`src/rtl/sspPkg.sv`:
```
package sspPkg;
  typedef struct packed {
    logic load;      // move holding byte into tx shifter
    logic shiftTx;   // advance tx shifter
    logic sampleRx;  // capture one rx bit
    logic commitRx;  // move assembled byte into rx holding register
  } sspStrobe_t;
endpackage

```
`src/rtl/sspClkGen.sv`:
```
module sspClkGen #(
  parameter int DIV_W       = 8,
  parameter int NUM_SRC     = 4,
  parameter int SYNC_STAGES = 2,
  localparam int SEL_W      = $clog2(NUM_SRC)
) (
  input  logic               clk,
  input  logic               rstN,
  input  logic               active,
  input  logic               extMode,
  input  logic               clkPol,
  input  logic [SEL_W-1:0]   clkSel,
  input  logic [DIV_W-1:0]   divisor,
  input  logic [NUM_SRC-1:0] srcTick,
  input  logic               sckIn,
  output logic               driveEdge,
  output logic               sampleEdge,
  output logic               sckOut
);
  logic [DIV_W-1:0]     divCnt;
  logic                 phase;
  logic [SYNC_STAGES:0] syncQ;
  logic                 tick, intEdge, extRise, extFall, extOn;

  assign tick    = srcTick[clkSel];
  assign intEdge = active && !extMode && tick && (divCnt == divisor);

  always_ff @(posedge clk or negedge rstN) begin
    if (!rstN) begin
      divCnt <= '0;
      phase  <= 1'b0;
    end else if (!active || extMode) begin
      divCnt <= '0;
      phase  <= 1'b0;
    end else if (tick) begin
      if (divCnt == divisor) begin
        divCnt <= '0;
        phase  <= ~phase;
      end else begin
        divCnt <= divCnt + 1'b1;
      end
    end
  end

  // synchroniser plus one history flop for edge detection
  always_ff @(posedge clk or negedge rstN) begin
    if (!rstN) syncQ <= '1;
    else       syncQ <= {syncQ[SYNC_STAGES-1:0], sckIn};
  end

  assign extRise = syncQ[SYNC_STAGES-1] && !syncQ[SYNC_STAGES];
  assign extFall = !syncQ[SYNC_STAGES-1] && syncQ[SYNC_STAGES];
  assign extOn   = active && extMode;

  // leaving the idle level is the drive edge, returning is the sample edge
  assign driveEdge  = (intEdge && !phase) || (extOn && (clkPol ? extRise : extFall));
  assign sampleEdge = (intEdge &&  phase) || (extOn && (clkPol ? extFall : extRise));
  assign sckOut     = phase ^ ~clkPol;
endmodule

```
`src/rtl/sspCtrl.sv`:
```
module sspCtrl
  import sspPkg::*;
#(
  parameter int DATA_W  = 8,
  parameter int OVR_BIT = 7,
  localparam int CNT_W  = $clog2(DATA_W + 1)
) (
  input  logic       clk,
  input  logic       rstN,
  input  logic       txEn,
  input  logic       rxEn,
  input  logic       contRx,
  input  logic       txIrqOnDone,
  input  logic       wrValid,
  input  logic       rdStrobe,
  input  logic       driveEdge,
  input  logic       sampleEdge,
  output logic       active,
  output sspStrobe_t strobe,
  output logic       txEmpty,
  output logic       overrun,
  output logic       txIrq,
  output logic       rxIrq
);
  logic             bufFull, rxOn, rxFull, rearm, frameOvr;
  logic [CNT_W-1:0] bitCnt;
  logic             startOk, lastBit, ovrNow;

  assign startOk = !active && txEn && (bufFull || rearm);
  assign lastBit = active && sampleEdge && (bitCnt == CNT_W'(DATA_W - 1));
  assign ovrNow  = active && sampleEdge && rxOn && rxFull && (bitCnt == CNT_W'(OVR_BIT - 1));

  assign strobe.load     = startOk;
  assign strobe.shiftTx  = active && driveEdge && (bitCnt != '0);
  assign strobe.sampleRx = active && sampleEdge && rxOn;
  assign strobe.commitRx = lastBit && rxOn && !frameOvr && !ovrNow;
  assign txEmpty         = !bufFull;

  always_ff @(posedge clk or negedge rstN) begin
    if (!rstN) begin
      active   <= 1'b0;
      bufFull  <= 1'b0;
      rxOn     <= 1'b0;
      rxFull   <= 1'b0;
      rearm    <= 1'b0;
      frameOvr <= 1'b0;
      bitCnt   <= '0;
      overrun  <= 1'b0;
      txIrq    <= 1'b0;
      rxIrq    <= 1'b0;
    end else begin
      txIrq <= (startOk && bufFull && !txIrqOnDone) || (lastBit && txIrqOnDone);
      rxIrq <= strobe.commitRx;

      if (wrValid)      bufFull <= 1'b1;
      else if (startOk) bufFull <= 1'b0;

      if (startOk)      active <= 1'b1;
      else if (lastBit) active <= 1'b0;

      if (startOk) begin
        bitCnt   <= '0;
        rxOn     <= rxEn;
        frameOvr <= 1'b0;
      end else begin
        if (active && sampleEdge) bitCnt <= bitCnt + 1'b1;
        if (ovrNow)               frameOvr <= 1'b1;
      end

      if (!rxEn)       overrun <= 1'b0;
      else if (ovrNow) overrun <= 1'b1;

      if (strobe.commitRx) rxFull <= 1'b1;
      else if (rdStrobe)   rxFull <= 1'b0;

      if (startOk)                 rearm <= 1'b0;
      else if (!contRx)            rearm <= 1'b0;
      else if (rdStrobe)           rearm <= 1'b1;
    end
  end
endmodule

```
`src/rtl/sspData.sv`:
```
module sspData
  import sspPkg::*;
#(
  parameter int DATA_W = 8
) (
  input  logic              clk,
  input  logic              rstN,
  input  logic              msbFirst,
  input  logic              rxdIn,
  input  logic              wrValid,
  input  logic [DATA_W-1:0] wrData,
  input  sspStrobe_t        strobe,
  output logic              txdOut,
  output logic [DATA_W-1:0] rdData
);
  logic [DATA_W-1:0] txBuf, txShift, rxShift, rxNext;

  assign rxNext = msbFirst ? {rxShift[DATA_W-2:0], rxdIn}
                           : {rxdIn, rxShift[DATA_W-1:1]};
  assign txdOut = msbFirst ? txShift[DATA_W-1] : txShift[0];

  always_ff @(posedge clk or negedge rstN) begin
    if (!rstN) begin
      txBuf   <= '0;
      txShift <= '1;
      rxShift <= '0;
      rdData  <= '0;
    end else begin
      if (wrValid) txBuf <= wrData;
      if (strobe.load)
        txShift <= txBuf;
      else if (strobe.shiftTx)
        txShift <= msbFirst ? {txShift[DATA_W-2:0], 1'b1} : {1'b1, txShift[DATA_W-1:1]};
      if (strobe.sampleRx) rxShift <= rxNext;
      if (strobe.commitRx) rdData  <= rxNext;
    end
  end
endmodule

```
`src/rtl/syncSerialPort.sv`:
```
module syncSerialPort
  import sspPkg::*;
#(
  parameter int DATA_W      = 8,
  parameter int DIV_W       = 8,
  parameter int NUM_SRC     = 4,
  parameter int SYNC_STAGES = 2,
  parameter int OVR_BIT     = 7,
  localparam int SEL_W      = $clog2(NUM_SRC)
) (
  input  logic               clk,
  input  logic               rstN,
  input  logic               txEn,
  input  logic               rxEn,
  input  logic               extMode,
  input  logic               clkPol,
  input  logic               msbFirst,
  input  logic               txIrqOnDone,
  input  logic               contRx,
  input  logic [SEL_W-1:0]   clkSel,
  input  logic [DIV_W-1:0]   divisor,
  input  logic [NUM_SRC-1:0] srcTick,
  input  logic               wrValid,
  input  logic [DATA_W-1:0]  wrData,
  input  logic               rdStrobe,
  output logic [DATA_W-1:0]  rdData,
  output logic               txEmpty,
  output logic               overrun,
  output logic               txIrq,
  output logic               rxIrq,
  input  logic               sckIn,
  output logic               sckOut,
  input  logic               rxdIn,
  output logic               txdOut
);
  sspStrobe_t strobe;
  logic       active, driveEdge, sampleEdge;

  sspClkGen #(.DIV_W(DIV_W), .NUM_SRC(NUM_SRC), .SYNC_STAGES(SYNC_STAGES)) u_clk (
    .clk(clk), .rstN(rstN), .active(active), .extMode(extMode), .clkPol(clkPol),
    .clkSel(clkSel), .divisor(divisor), .srcTick(srcTick), .sckIn(sckIn),
    .driveEdge(driveEdge), .sampleEdge(sampleEdge), .sckOut(sckOut)
  );

  sspCtrl #(.DATA_W(DATA_W), .OVR_BIT(OVR_BIT)) u_ctrl (
    .clk(clk), .rstN(rstN), .txEn(txEn), .rxEn(rxEn), .contRx(contRx),
    .txIrqOnDone(txIrqOnDone), .wrValid(wrValid), .rdStrobe(rdStrobe),
    .driveEdge(driveEdge), .sampleEdge(sampleEdge), .active(active), .strobe(strobe),
    .txEmpty(txEmpty), .overrun(overrun), .txIrq(txIrq), .rxIrq(rxIrq)
  );

  sspData #(.DATA_W(DATA_W)) u_data (
    .clk(clk), .rstN(rstN), .msbFirst(msbFirst), .rxdIn(rxdIn), .wrValid(wrValid),
    .wrData(wrData), .strobe(strobe), .txdOut(txdOut), .rdData(rdData)
  );
endmodule

```
`config.mk`:
```
export PLATFORM = sky130hd
export DESIGN_NAME = syncSerialPort
export DESIGN_NICKNAME = d
export VERILOG_FILES = /design/src/rtl/sspPkg.sv /design/src/rtl/sspClkGen.sv /design/src/rtl/sspCtrl.sv /design/src/rtl/sspData.sv /design/src/rtl/syncSerialPort.sv
export SDC_FILE = /design/constraint.sdc
export NUM_CORES = 1
export LEC_CHECK = 0
export BUFFER_PORTS_ARGS = -buffer_cell sky130_fd_sc_hd__buf_2
export CORE_MARGIN = 2
export CORE_UTILIZATION = 50
export CTS_CLUSTER_DIAMETER = 60
export DETAILED_ROUTE_END_ITERATION = 10
export PLACE_DENSITY = 0.75
export SLEW_MARGIN = 5
export SYNTH_ARGS = -nofsm -noshare
export SYNTH_HDL_FRONTEND = slang
export SYNTH_HIERARCHICAL = 1
export SYNTH_SLANG_ARGS = --single-unit
```
`constraint.sdc`:
```
create_clock -name clk -period 2.22 [get_ports clk]
set_clock_uncertainty 0.05 [all_clocks]
set_input_delay 0.222 -clock clk [delete_from_list [all_inputs] [get_ports clk]]
set_output_delay 0.222 -clock clk [all_outputs]
set_load 0.05 [all_outputs]
```
Yosys cells after proc, flatten, opt, wreduce, memory -nomap -nowiden
Cells that the tools add are included.
- bits in registers: 57
- latch bits: 0
- memory bits (writable): 0
- bits in read-only memories: 0
- bits of input ports: 35
- output and inout port bits: 14
- word-level logic and storage cells: 106
- memories: 0
- add/sub/neg operators: 2
- $mul: 0
- divide/modulo/power cells: 0
- order comparisons: 1
- equal/unequal tests: 5
- shift operators: 0
- mux-type cells: 29
- bitwise gates (word level): 3
- reductions and logical operators: 49
- operators by type and width (kind ; count):
    $mux W8 ; 7
    $logic_and A1 B1 Y1 ; 25
    $mux W1 ; 19
    $reduce_bool A2 Y1 ; 8
    $logic_not A1 Y1 ; 9
    $add A8 B1 Y8 const B ; 1
    $eq A4 B3 Y1 const B ; 2
    $eq A8 B8 Y1 ; 1
    $mux W4 ; 2
    $logic_or A1 B1 Y1 ; 5
    $add A4 B1 Y4 const B ; 1
    $reduce_bool A4 Y1 ; 1
    $lt A2 B3 Y1 const B ; 1
    $ne A3 B1 Y1 const B ; 1
    $bmux W1 S2 ; 1
    $ne A2 B1 Y1 const B ; 1
    $not A1 Y1 ; 2
    $reduce_and A2 Y1 ; 1
    $xor A1 B1 Y1 ; 1

Logic depth before layout (Yosys ltp)
Gate-level depths: netlist (run 1).
- word-level depth: 13
- mapped depth: 12
- mapped depth without buffers: 9

Cells and area by module
Netlist (run 1), hierarchy kept.
- modules (own cells, without submodules) (module ; instances ; cells an instance ; area an instance (um^2) ; seq. area each (um^2)):
    sspData ; 1 ; 123 ; 1443.9 ; 810.8
    sspClkGen ; 1 ; 68 ; 740.7 ; 304.0
    sspCtrl ; 1 ; 58 ; 614.3 ; 325.3

Least setup slack after synthesis (run 1)
No wires, ideal clock.
- path kind: register to register
- start point: register u_clk.divCnt[4]
- end point: register u_data.rdData[0]
- setup time: 0.077 ns
- data arrival time: 2.236 ns
- required time: 2.093 ns
- slack: -0.144 ns
- stages on the path, launching flop included: 12
- buffers on the path: 2
- period minus slack after synthesis: 2.364 ns
- path through: dfrtp_1 > xnor2_1 > nand4_2 > nor4_1 > a31o_2 > and4b_2 > nand3_1 > nor3_1 > clkbuf_2 > buf_2 > nor2_1 > a21oi_1
- RTL lines (what ; line ; source):
    start: declaration ; sspClkGen.sv:20 ; logic [DIV_W-1:0] divCnt;
    start signal: assignment ; sspClkGen.sv:40 ; divCnt <= divCnt + 1'b1;
    end signal: assignment ; sspData.sv:35 ; if (strobe.commitRx) rdData <= rxNext;
    end: declaration ; sspData.sv:14 ; output logic [DATA_W-1:0] rdData

==> reports/qor.csv, run 1 <==
metric,value,unit
status,"finished, violations left",
failing checks,negative setup slack,
Syn. warnings,6,
CTS max path bufs,2,
first-pass GRT wire length,9690,um
WL/cell,14.9,um
Final setup violation count,2,
Reg2Reg Depth,10,
post-layout minimum cycle time,2.26,ns
WP data required,2.42,ns
final-stage net count,364,
Max stage delay on crit path,0.41,ns
Critical Path AT,2.47,ns
iteration-0 DRC count of the detailed router,108,
CP Class,reg -> reg,
Num CTS Buffers,9,
total grt overflow,0,
DIE AREA,6210,um^2
crit path launch,u_clk/divCnt[1],
TNS Setup,-0.0606,ns
residual DRC count,0,
fin area,3570,um^2
DR vias,2137,
Max H-tree Level,3,
routed wire length,6000,um
Max-Cap Viols,0,
drt pass-1 iters,4,
"Avg Cell Area, Syn",11.2,um^2
ANT nets after route,0,
number of synthesized flops with an enable pin,0,
CP cell instances,"xnor2_1, nand4_2, nor4_2, a31o_2, and4b_2, nand3_4, nor3_4, buf_4, nor2_1, a21oi_1",
Final Hold Viols,0,
"Core Util, Final",65.2,%
clk root buf,clkbuf_8,
P_leak,0.00165,uW
logic gate share of total power,24.9,%
Starting Density,51.1,%
hold slack,0.0377,ns
worst r2r src,u_clk/divCnt[1],
synth unique cells,47,
period utilization,102,%
clock latency on the worst-skew pair,0.33,ns
Seq pwr share,45.7,%
Synth Area in XOR/XNOR,5.63,%
mux cell area share after synthesis,10.5,%
worst setup path endpoint,u_data/rdData[5],
R2R setup slack,-0.04,ns
DR vias/cell,5.32,
core footprint,5470,um^2
Crit. End Element,flop,
I/O pins,49,
ys flop type,dfrtp_1,
Max rail drop VDD,0.507,mV
Reg-to-Reg End,u_data/rdData[5],
sw frac,32.5,%
setup ws final,-0.0443,ns
die width,78.8,um
clock slew at reported path FFs,0.07,ns
die height,78.8,um
CTS sink count,57,
HPWL Detailed,3960,um
vias in the first global route,2098,
PnR Total Power,3210,uW
simple-gate portion of the synthesized area,15.2,%
worst relative slew slack,62.0,%
initial antenna violation count,0,
Max Slew Vio Count,0,
IO buf count,48,
pin count of the biggest net entering global routing,25,
TritonCTS clock tree,yes,
fmax,442,MHz
"commonest cells after routing, fill and taps aside","buf_2, dfrtp_1, nor2_1, buf_4, a21oi_1",
Post-Syn Area,2800,um^2
Adder-Cell Fraction of Synth Area,1.79,%
register area share after synthesis,51.5,%
Worst setup SP type,flop,
Clock power frac,29.5,%
Worst-Margin Slew,0.570,ns
Psw,1050,uW
#FFs+latches synth,57,
RSZ-0062 raised after global routing,yes,
power per cell area,900,nW/um^2
number of diodes,0,
row cnt,27,
internal power,2170,uW
slowest stage cell on the critical path,dfrtp_1,
share of layout cells above drive strength 1,42.7,%
combinational family with the most area after synthesis,simple AND/OR/NAND/NOR gates,
gr usage total,20.2,%
Hold WC Path Type,in -> reg,
Cells after Synth,249,
CP max FO,4,
area grow syn2layout,27.5,%
fraction of registers with async set/reset,100,%
"most common cell after layout, fill and taps aside",buf_2,
placed cell area,3160,um^2
routability cong.,0.913,
syn nets,288,
compound-gate portion of the synthesized area,11.2,%
flip-flops by register name, indices dropped and copies added (netlist names), 3 cells and up:
name / flops
u_ctrl/bitCnt: 4
u_data/txShift: 8
u_clk/syncQ: 3
u_data/rxShift: 8
u_clk/divCnt: 8
u_data/txBuf: 8
u_data/rdData: 8
synth_stat cells (2+ instances only):
library cell | number | area, um^2
clkbuf_2 | 2 | 10.0
or3b_1 | 6 | 52.6
ha_1 | 4 | 50.1
buf_6 | 3 | 33.8
nand2_1 | 16 | 60.1
xnor2_1 | 11 | 96.3
o21ai_0 | 4 | 20.0
mux2_2 | 10 | 113
o211ai_1 | 9 | 67.6
o31ai_1 | 2 | 15.0
nor2_1 | 31 | 116
xor2_1 | 7 | 61.3
buf_2 | 4 | 20.0
dfstp_2 | 11 | 289
o2111ai_1 | 2 | 17.5
nand3_1 | 6 | 30.0
dfrtp_1 | 46 | 1150
inv_1 | 7 | 26.3
a21oi_1 | 20 | 100
nand2b_1 | 4 | 25.0
and4_1 | 3 | 26.3
mux2i_1 | 16 | 160
worst max-delay path, delay by kind of cell, from the launching register on:
family,cells,cell delay (ns)
AND/OR/NAND/NOR,6,1.04
AO/OA/AOI/OAI,2,0.31
buffers and inverters,1,0.18
flip-flops,1,0.41
XOR/XNOR,1,0.20
through the flow:
stage / instances / setup slack (ns)
6_report: 402 / -0.0443
5_1_grt: 402 / -0.222
3_5_place_dp: 373 / -0.0933
3_3_place_gp: 373 / 0.000395
2_1_floorplan: 249 / -0.00214
4_1_cts: 393 / 0.00103
metal layers:
| layer | wire length [um] | global-route usage, % | vias to the layer above |
|---|---|---|---|
| met5 | 0 | 0 | - |
| met4 | 51 | 7.24 | 0 |
| met3 | 201 | 4.55 | 4 |
| met2 | 2950 | 32.9 | 35 |
| met1 | 2790 | 26.6 | 1070 |
| li1 | - | - | 1028 |
how the worst min path moves through the flow:
| stage | depth (start not counted) | start | to | slack [ns] |
|---|---|---|---|---|
| floorplan | 0 | rstN | u_clk/divCnt[0] | -0.12 |
| global placement | 1 | rstN | u_clk/phase | 0.19 |
| detailed placement | 1 | rstN | u_clk/phase | 0.20 |
| CTS | 2 | rdStrobe | u_ctrl/rxFull | 0.03 |
| global route | 2 | rdStrobe | u_ctrl/rxFull | 0.04 |
| finish | 2 | rdStrobe | u_ctrl/rxFull | 0.04 |
power groups by stage:
stage	clock network [uW]	logic (uW)	registers, uW
floorplan	0	524	1470
global placement	0	710	1470
detailed placement	0	731	1480
CTS	970	750	1470
global route	1020	885	1500
finish	947	799	1470
repair_timing:
| action | 4_1_cts | 5_1_grt |
|---|---|---|
| setup endpoints to repair | 15 | 18 |
| pin swaps | 1 | 14 |
| gates resized for setup | 3 | 24 |
| setup buffers | 1 | 7 |
| gates cloned | 1 | 2 |
| hold buffers | 2 | 0 |
| hold endpoints to repair | 16 | 0 |
cells by family after synthesis:
group,Yosys count
AOI/OAI and AO/OA,46
xor gates and xnor gates,18
adders and majority gates,4
buffers and inverters,18
DFF,57
muxes,27
and+or+nand+nor,79
layout make-up:
| class | instances | area, um^2 |
|---|---|---|
| Clock buffer | 9 | 124 |
| Sequential cell | 57 | 1440 |
| Inverter | 7 | 26.3 |
| Fill cell | 447 | 1900 |
| Multi-Input combinational cell | 174 | 1350 |
| Timing Repair Buffer | 76 | 467 |
| Tap cell | 72 | 90.1 |
| Clock inverter | 7 | 71.3 |
Power figures use the tool's default switching activity.
==> run 2, diff against run 1 <==
- CORE_UTILIZATION: 50 -> 51
- PLACE_DENSITY: 0.75 -> 0.76
- SYNTH_HIERARCHICAL: 1 -> unset
==> reports/qor.csv, run 2 <==
metric,value,unit
Cells after Synth,250,
Num CTS Buffers,9,
Post-Syn Area,2950,um^2
pin count of the biggest net entering global routing,25,
setup bufs post-CTS,0,
RSZ-0062 raised after global routing,no,
most common library cells after synthesis,"dfrtp_1, mux2_2, nor2_1, nand2_1",
TNS Setup,0,ns
routed wire length,5920,um
DIE AREA,6400,um^2
ys flop type,dfrtp_1,
hold slack,0.0457,ns
worst relative slew slack,63.7,%
Max rail drop VDD,0.415,mV
P_leak,0.00169,uW
Final setup violation count,0,
clock slew at reported path FFs,0.07,ns
die height,80.0,um
status,completed,
syn nets,289,
Starting Density,53.2,%
Hold WC Path Type,in -> reg,
DR vias,2154,
Max stage delay on crit path,0.55,ns
register area share after synthesis,48.9,%
Clock power frac,25.7,%
"commonest cells after routing, fill and taps aside","buf_2, dfrtp_1, mux2_2, nor2_1, nand2_1",
CTS max path bufs,2,
Crit. End Element,flop,
area grow syn2layout,17.7,%
Max-Cap Viols,0,
Max H-tree Level,3,
CP dominant cell by count,a21oi_4,
top-area cell type share of the netlist area,39.0,%
Top delay family on crit path,flip-flops,
synth unique cells,52,
number of diodes,0,
drt pass-1 iters,4,
"Avg Cell Area, Syn",11.8,um^2
clock latency on the worst-skew pair,0.33,ns
I/O pins,49,
"most common cell after layout, fill and taps aside",buf_2,
final-stage net count,348,
Syn. warnings,0,
Critical Path AT,2.26,ns
WP data required,2.38,ns
CTS sink count,57,
row cnt,27,
Final Hold Viols,0,
"Core Util, Final",62.6,%
vias in the first global route,2170,
Worst-Margin Slew,0.544,ns
period utilization,94.8,%
CP max FO,9,
#FFs+latches synth,57,
clk root buf,clkbuf_8,
ANT nets after route,0,
number of synthesized flops with an enable pin,0,
first-pass GRT wire length,9910,um
Seq pwr share,45.8,%
IO buf count,48,
filler instances,465,
core footprint,5540,um^2
share of layout cells above drive strength 1,40.1,%
iteration-0 DRC count of the detailed router,118,
TritonCTS clock tree,yes,
fmax,475,MHz
CP Class,reg -> reg,
cell with the most instances after synthesis,dfrtp_1,
residual DRC count,0,
HPWL Detailed,4230,um
fraction of registers with async set/reset,100,%
total grt overflow,0,
post-layout minimum cycle time,2.11,ns
routability cong.,0.813,
Max Slew Vio Count,0,
DR vias/cell,5.58,
Psw,1060,uW
top post-synthesis cells by area,"dfrtp_1, mux2_2, dfstp_2",
die width,80.0,um
power per cell area,932,nW/um^2
internal power,2170,uW
WL/cell,15.3,um
logic gate share of total power,28.5,%
initial antenna violation count,0,
gr usage total,20.2,%
slowest stage cell on the critical path,dfstp_2,
sw frac,32.8,%
CP cell instances,"or3b_4, a21oi_4, nand2_1, a21oi_4, mux2_2",
"area leader, netlist",dfrtp_1,
Worst setup SP type,flop,
"Buf+Inv Stages, Crit Path",0,
run 2: per-stage QoR:
stage               instance area, um^2  total power (uW)  setup slack, ns  std cells
finish                             3470              3230            0.115        386
global route                       3470              3460           0.0336        386
CTS                                3470              3260           0.0878        386
detailed placement                 3280              2410           0.0892        368
global placement                   3280              2370            0.148        368
floorplan                          2950              2160            0.218        250
run 2: path summary, 6_finish.rpt:
check	from	to	slack, ns	depth (start not counted)
worst min-delay path	txIrqOnDone	u_ctrl.txIrq	0.05	2
max in group asynchronous	rstN	u_data.txShift[1]	1.06	3
min in group asynchronous	rstN	u_ctrl.txIrq	0.36	2
worst min register to register	u_clk.syncQ[0]	u_clk.syncQ[1]	0.32	0
worst max register to register	u_clk.syncQ[1]	u_data.rdData[1]	0.11	5
worst max-delay path	u_clk.syncQ[1]	u_data.rdData[1]	0.11	5
run 2: routing by layer:
| metal | global-route usage [%] | wire (um) |
|---|---|---|
| met1 | 26.4 | 2690 |
| met2 | 32.3 | 2910 |
| met3 | 3.85 | 218 |
| met4 | 9.49 | 97 |
| met5 | 0 | 0 |
run 2: cell type report:
class	instances	area [um^2]	share of cell area, %
clock buffer	13	149	4.29
sequential	57	1440	41.5
multi-input combinational	180	1450	41.8
timing repair buffer	56	305	8.80
clock inverter	3	17.5	0.505
inverter	5	18.8	0.541
tap	72	90.1	2.60
run 2: cell families after synthesis:
kind of cell               after synthesis  share of synthesized area [%]
and+or+nand+nor                         71                           13.9
DFF                                     57                           48.9
AOI/OAI and AO/OA                       50                           12.4
muxes                                   45                           18.2
buffers and inverters                   13                           1.99
xor gates and xnor gates                10                           2.97
adders and majority gates                4                           1.70
run 2: power by group through the flow:
stage	sequential [uW]	combinational (uW)	clock (uW)
3_3_place_gp	1490	883	0
5_1_grt	1510	1040	915
3_5_place_dp	1490	922	0
6_report	1480	921	832
2_1_floorplan	1460	706	0
4_1_cts	1480	927	858
run 2: timing repair:
item                      CTS  global route
gates resized for setup     0             0
hold buffers                2             0
hold endpoints to repair   15             0
